--- src/rtl/fseq_pkg.sv ---
package fseq_pkg;

  typedef logic [2:0] step_t;

  // quarter enable for a given mode and step
  function automatic logic qtr_for(input logic five, input step_t s);
    if (five) return (s != 3'd3);
    return 1'b1;
  endfunction

  // half enable for a given mode and step
  function automatic logic half_for(input logic five, input step_t s);
    if (five) return (s == 3'd1) || (s == 3'd4);
    return (s == 3'd1) || (s == 3'd3);
  endfunction

  function automatic step_t step_after(input logic five, input step_t s);
    step_t last;
    last = five ? 3'd4 : 3'd3;
    return (s == last) ? 3'd0 : s + 3'd1;
  endfunction

endpackage

--- src/rtl/fseq_divider.sv ---
module fseq_divider #(
  parameter int RELOAD = 7456,
  parameter int EXTRA  = 8,
  parameter int W      = 13
) (
  input  logic         clk,
  input  logic         rst_n,
  input  logic         load_wr,
  output logic         tick,
  output logic [W-1:0] count
);
  localparam logic [W-1:0] BASE  = W'(RELOAD);
  localparam logic [W-1:0] START = W'(RELOAD + EXTRA);

  logic [W-1:0] cnt_q;

  always_ff @(posedge clk) begin
    if (!rst_n)            cnt_q <= BASE;
    else if (load_wr)      cnt_q <= START;
    else if (cnt_q == '0)  cnt_q <= BASE;
    else                   cnt_q <= cnt_q - W'(1);
  end

  assign tick  = (cnt_q == '0) && !load_wr;
  assign count = cnt_q;
endmodule

--- src/rtl/fseq_stepper.sv ---
module fseq_stepper
  import fseq_pkg::*;
(
  input  logic clk,
  input  logic rst_n,
  input  logic tick,
  input  logic wr,
  input  logic wr_five,
  output logic qtr,
  output logic half,
  output logic five,
  output logic set_req
);
  step_t step_q;
  logic  five_q, qtr_q, half_q;

  always_ff @(posedge clk) begin
    if (!rst_n) begin
      step_q <= '0;
      five_q <= 1'b0;
      qtr_q  <= 1'b0;
      half_q <= 1'b0;
    end else if (wr) begin
      step_q <= '0;
      five_q <= wr_five;
      qtr_q  <= wr_five;
      half_q <= wr_five;
    end else if (tick) begin
      step_q <= step_after(five_q, step_q);
      qtr_q  <= qtr_for(five_q, step_q);
      half_q <= half_for(five_q, step_q);
    end else begin
      qtr_q  <= 1'b0;
      half_q <= 1'b0;
    end
  end

  assign qtr     = qtr_q;
  assign half    = half_q;
  assign five    = five_q;
  assign set_req = tick && !five_q && (step_q == 3'd3);
endmodule

--- src/rtl/fseq_irq.sv ---
module fseq_irq (
  input  logic clk,
  input  logic rst_n,
  input  logic wr,
  input  logic wr_inh,
  input  logic rd,
  input  logic set_req,
  output logic inhibit,
  output logic flag
);
  logic inh_q, flag_q;

  always_ff @(posedge clk) begin
    if (!rst_n) begin
      inh_q  <= 1'b0;
      flag_q <= 1'b0;
    end else begin
      if (wr) inh_q <= wr_inh;
      if (set_req && !inh_q)          flag_q <= 1'b1;
      else if ((wr && wr_inh) || rd)  flag_q <= 1'b0;
    end
  end

  assign inhibit = inh_q;
  assign flag    = flag_q;
endmodule

--- src/rtl/frame_seq.sv ---
module frame_seq #(
  parameter int RELOAD = 7456,
  parameter int EXTRA  = 8
) (
  input  logic       clk,
  input  logic       rst_n,
  input  logic       ctrl_wr,
  input  logic [7:0] ctrl_data,
  input  logic       stat_rd,
  output logic       qtr_pulse,
  output logic       half_pulse,
  output logic       irq_flag
);
  localparam int DIV_W = $clog2(RELOAD + EXTRA + 1);
  localparam int MODE_BIT = 7;
  localparam int INH_BIT  = 6;

  logic             tick;
  logic [DIV_W-1:0] div_count;
  logic             mode_five;
  logic             inhibit;
  logic             set_req;

  fseq_divider #(.RELOAD(RELOAD), .EXTRA(EXTRA), .W(DIV_W)) u_div (
    .clk(clk), .rst_n(rst_n), .load_wr(ctrl_wr), .tick(tick), .count(div_count)
  );

  fseq_stepper u_step (
    .clk(clk), .rst_n(rst_n), .tick(tick), .wr(ctrl_wr),
    .wr_five(ctrl_data[MODE_BIT]), .qtr(qtr_pulse), .half(half_pulse),
    .five(mode_five), .set_req(set_req)
  );

  fseq_irq u_irq (
    .clk(clk), .rst_n(rst_n), .wr(ctrl_wr), .wr_inh(ctrl_data[INH_BIT]),
    .rd(stat_rd), .set_req(set_req), .inhibit(inhibit), .flag(irq_flag)
  );
endmodule

--- config.mk ---
export PLATFORM = sky130hd
export DESIGN_NAME = frame_seq
export DESIGN_NICKNAME = d
export VERILOG_FILES = /design/src/rtl/fseq_pkg.sv /design/src/rtl/fseq_divider.sv /design/src/rtl/fseq_stepper.sv /design/src/rtl/fseq_irq.sv /design/src/rtl/frame_seq.sv
export SDC_FILE = /design/constraint.sdc
export NUM_CORES = 1
export LEC_CHECK = 0
export BUFFER_PORTS_ARGS = -buffer_cell sky130_fd_sc_hd__clkbuf_2
export CAP_MARGIN = 20
export CORE_UTILIZATION = 50
export DETAILED_ROUTE_END_ITERATION = 10
export PLACE_DENSITY = 0.76
export SETUP_SLACK_MARGIN = 0.4
export SLEW_MARGIN = 5
export SYNTH_ARGS = -nofsm -noshare
export SYNTH_HDL_FRONTEND = slang
export SYNTH_SLANG_ARGS = --single-unit
--- constraint.sdc ---
create_clock -name clk -period 1.8 [get_ports clk]
set_input_delay 0.18 -clock clk [delete_from_list [all_inputs] [get_ports clk]]
set_output_delay 0.18 -clock clk [all_outputs]
set_load 0.01 [all_outputs]
# == Word-level counts from Yosys, hierarchy flattened ==
# Index checks and enable logic that the tools add are counted.
# op_classes
n_addsub,2
mul,0
n_div,0
order_cmp,0
n_eq_ne,5
shift,0
n_mux,18
n_bitwise,1
reduce_logical,15
# op_table
op,n
2-to-1 mux 1 bit,14
logical NOT 13 bit,1
subtractor 13 x 1 -> 13 bit (second input constant),1
2-to-1 mux 4 bit,2
2-to-1 mux 3 bit,2
logical AND 1 bit,5
adder 3 x 1 -> 3 bit (second input constant),1
equality test 3 x 1 -> 1 bit (second input constant),1
equality test 3 x 2 -> 1 bit (second input constant),1
equality test 3 bit,1
equality test 3 bit (second input constant),1
logical NOT 1 bit,3
logical OR 1 bit,3
!= test 3 x 2 -> 1 bit (second input constant),1
OR reduction 3 bit,1
nonzero test 2 bit,1
OR reduction 2 bit,1
inverter 1 bit,1
# totals
regBits,21
latch_bits,0
mem_bits_rw,0
mem_bits_ro,0
inputBits,12
out_inout_bits,3
elab_cells,49
memories,0

# == Depth between registers and ports, before layout ==
# depth
depth_word,8
ltp_mapped,7
mapped_depth_nobuf,6

# == Hierarchy ==
# A second synthesis with hierarchy kept.
# hier_totals
cells_unflattened,114
area_unflattened_um2,1077.3
# modules_own_cells
mod,instances,cells_per_inst,area_each_um2,seq_area_each_um2
fseq_divider,1,68,648.1,260.2
fseq_stepper,1,38,350.3,120.1
fseq_irq,1,8,78.8,40.0

# == Worst setup path before layout ==
# Ideal clock, no wire load.
# synth_timing
kind,reg-to-reg
from,reg u_div.cnt_q[4] (netlist: u_div.count[4])
to,reg u_step.step_q[0]
setup_ns,0.116
arrival_ns,1.282
t_required_ns,1.684
setup_slack_ns,0.402
path_stages_with_launch,5
path_buffers,1
period_less_slack_ns,1.398
cell_sequence,dfxtp_1 nor4_4 nand4_2 buf_6 a31o_1
# synth_via
elab_chain_len,2
# synth_rtl
item,line_no,text
from (decl),fseq_divider.sv:15,logic [W-1:0] cnt_q;
from (signal assigned),fseq_divider.sv:21,else cnt_q <= cnt_q - W'(1);
logical NOT 13 bit,fseq_divider.sv:24,assign tick = (cnt_q == '0) && !load_wr;
logical AND 1 bit,fseq_divider.sv:24,
to (signal assigned),fseq_stepper.sv:29,"step_q <= step_after(five_q, step_q);"
to (decl),fseq_stepper.sv:14,step_t step_q;
# Every way passes these cells.
# A chain may end at the register's enable or synchronous reset.

# == Final worst setup path ==
# layout_timing
from,reg u_div.cnt_q[2] (netlist: u_div.count[2])
to,reg u_div.cnt_q[6] (netlist: u_div.count[6])
# layout_via
elab_chain_len,2
word_cells_on_any_way,3
cone_classes,add/sub (1); reduce/logical (2)
# layout_rtl
item
"parallel branches: the longest is 2 deep, another holds subtractor 13 x 1 -> 13 bit"
# Parallel ways; which one is timed is not known.

==> qor.yml <==
synth:
  synth_compound_area_frac: 0.0941
  synthAdderAreaFrac: 0.0733
  async_flop_share: 0
  synth_top_cell_area_share: 0.411
  synthCells: 115
  synth-edff-count: 0
  synthXorXnorAreaFrac: 0.0685
  synth_top_family_by_area: "simple AND/OR/NAND/NOR gates"
  yosys_register_bits: 21
  synth.area.mux_share: 0.00978
  yosys-top-cells-count: "dfxtp_1 (21), nor2_1 (15), nand2_1 (12)"
  synth.yosys.seq_area_share: 0.411
  netlist_top_cells_area: "dfxtp_1 (41%), ha_1 (7.3%), xor2_1 (6.0%)"
  syn_avg_cell_area_um2: 8.90
  synth_flop_cell: "dfxtp_1"
  synth_cell_types: 31
  syn-num-nets: 133
  synth-simple-area-share: 0.303
  yosysMostFrequentCell: "dfxtp_1"
  synthesis.area_um2: 1020
  yosys_warnings: 0
  yosys.area.top_type: "dfxtp_1"
timing:
  setup_viol: 0
  fin_crit_sh: 0.777
  worst_pin_slew_ns: 0.421
  finalHoldViolations: 0
  period_minus_slack_ns: 1.40
  final-max-slew-violation-count: 0
  skew_ns: 0.00640
  clock.fmax_mhz: 715
  holdWs_ns: 0.133
  rsz0062_at_grt: "yes"
  setup_tns_ns: 0
  slew_headroom: 0.718
clocking:
  clock-sinks: 21
  cts_hold_buf: 0
  clockBufferDepth: 2
  clk_pin_slew_ns: 0.11
  ctsRootBufferMaster: "clkbuf_4"
  tritoncts: "built"
  clkLatencyLatePin_ns: 0.30
  htree_levels: 1
  numCtsBuffers: 3
place:
  gp_congestion: 0.777
  placed_area_um2: 1100
  io_buffers: 8
  dp_cells: 150
  hpwlAfterDp_mm: 1.39
critical_path:
  crit_type: "register to register"
  crit_arrival_ns: 1.60
  path_max_fanout: 8
  critPathRequiredTime_ns: 2.00
  cp-start-kind: "register"
  endpoint_kind: "register"
routing:
  drtPass1Iterations: 4
  routed_wl_mm: 2.25
  drc: 0
  wire_per_inst_um: 14.0
  viasPerCell: 5.46
  ant_nets: 0
  dr.first_iter.drc_count: 24
  dr_total_vias: 873
pwr:
  leakagePower_nw: 0.488
  clock_power_share: 0.269
  combPwrFrac: 0.131
  p_int_w: 0.000617
  switchingPower_w: 0.000217
  peakVddDrop_uv: 629
  design_power_total_w: 0.000834
  p_per_area_nw_per_um2: 676
  swShare: 0.260
  seqPwrFrac: 0.600
grt:
  grt_overflow_total: 0
  antenna_found_initial: 0
  grt_max_degree: 12
  grt_pass1_vias: 865
  grt_use_total: 0.246
  grt_pass1_wl_mm: 3.68
floorplanning:
  die_h_um: 47.2
  row_count: 16
  core-area_um2: 1940
  ioPinCount: 15
  start_util: 0.527
  dieArea_um2: 2230
  die_w_um: 47.2
hold_path:
  hold_class: "input port to register"
finish:
  fillCellCount: 168
  register_area_um2: 432
  antenna_cells: 0
  drive_above_1_share: 0.263
  multi_input_comb_area_um2: 616
  final_cell_area_um2: 1230
  fin_nets: 152
  final_cells: 160
  area_growth_pct: 20.5
job:
  drv_cap: 0
status:
  status: "finished, final reports clean"
registers in the layout (all words and copies together), names as in the netlist:
signal / cells
u_div.count: 13
u_step.step_q: 3
u_irq.flag: 1
u_irq.inhibit: 1
u_step.five: 1
u_step.half: 1
u_step.qtr: 1
layout make-up:
cell class	instances	area share
Sequential cell	21	0.350
Inverter	6	0.0183
Clock buffer	4	0.0213
Timing Repair Buffer	16	0.0842
Multi-Input combinational cell	86	0.499
Tap cell	27	0.0274
kinds of logic (layout without fill, tap and decap cells):
logic type / count (synthesis) / after routing
and+or+nand+nor: 57 / 58
DFF: 21 / 21
AOI/OAI and AO/OA: 13 / 13
buffers and inverters: 9 / 26
xor gates and xnor gates: 8 / 8
adders and majority gates: 6 / 6
muxes: 1 / 1
layout by cell type, fill, tap and decap left out, drive strengths merged, types with 3 or more instances in the layout:
| cell type | synthesis | layout |
|---|---|---|
| dfxtp | 21 | 21 |
| nor2 | 15 | 15 |
| nand2 | 13 | 13 |
| clkbuf | 2 | 12 |
| nand3 | 10 | 10 |
| buf | 1 | 8 |
| xor2 | 7 | 7 |
| inv | 6 | 6 |
| ha | 6 | 6 |
| o21ai | 6 | 6 |
| nor4 | 4 | 4 |
| nand2b | 3 | 3 |
| nor2b | 3 | 3 |
worst max-delay path, stage by stage, from the launching register on:
cell and delay, ns:
dfxtp_4 0.38, nor4_4 0.32, buf_4 0.22, buf_4 0.12, nand2_1 0.06, xor2_1 0.15
nor2_1 0.05
what timing repair did:
item / CTS / global route
pin swaps: 4 / 10
endpoints found under the setup margin: 17 / 19
cloned: 1 / 0
resized for setup: 6 / 12
setup buffers: 3 / 2
per-layer routing:
layer / share of wire / track usage / vias up
met2: 0.54 / 0.447 / 20
met5: 0 / 0 / -
met1: 0.40 / 0.252 / 408
met3: 0.036 / 0.0731 / 7
met4: 0.020 / 0.126 / 0
li1: - / - / 438
stage by stage:
stage / util / setup slack, ns
2_1_floorplan: - / 0.402
3_3_place_gp: 0.567 / 0.226
3_5_place_dp: 0.567 / 0.158
4_1_cts: 0.615 / 0.375
5_1_grt: 0.635 / 0.328
6_report: 0.635 / 0.402
power groups by stage:
stage          Combinational (W)  Clock [W]  Sequential, W
2_1_floorplan          0.0000663          0       0.000509
3_3_place_gp           0.0000916          0       0.000511
3_5_place_dp           0.0000935          0       0.000512
4_1_cts                 0.000102   0.000234       0.000502
5_1_grt                 0.000122   0.000256       0.000504
6_report                0.000110   0.000224       0.000501
path summary, 6_finish.rpt:
check,from,to,slack (ns),depth (start not counted)
max,u_div.count[2],u_div.count[6],0.40,6
min,ctrl_data[6],u_irq.inhibit,0.13,3
max reg2reg,u_div.count[2],u_div.count[6],0.40,6
min reg2reg,u_div.count[0],u_div.count[0],0.43,1
No activity file was read; power rests on OpenSTA's default activity.
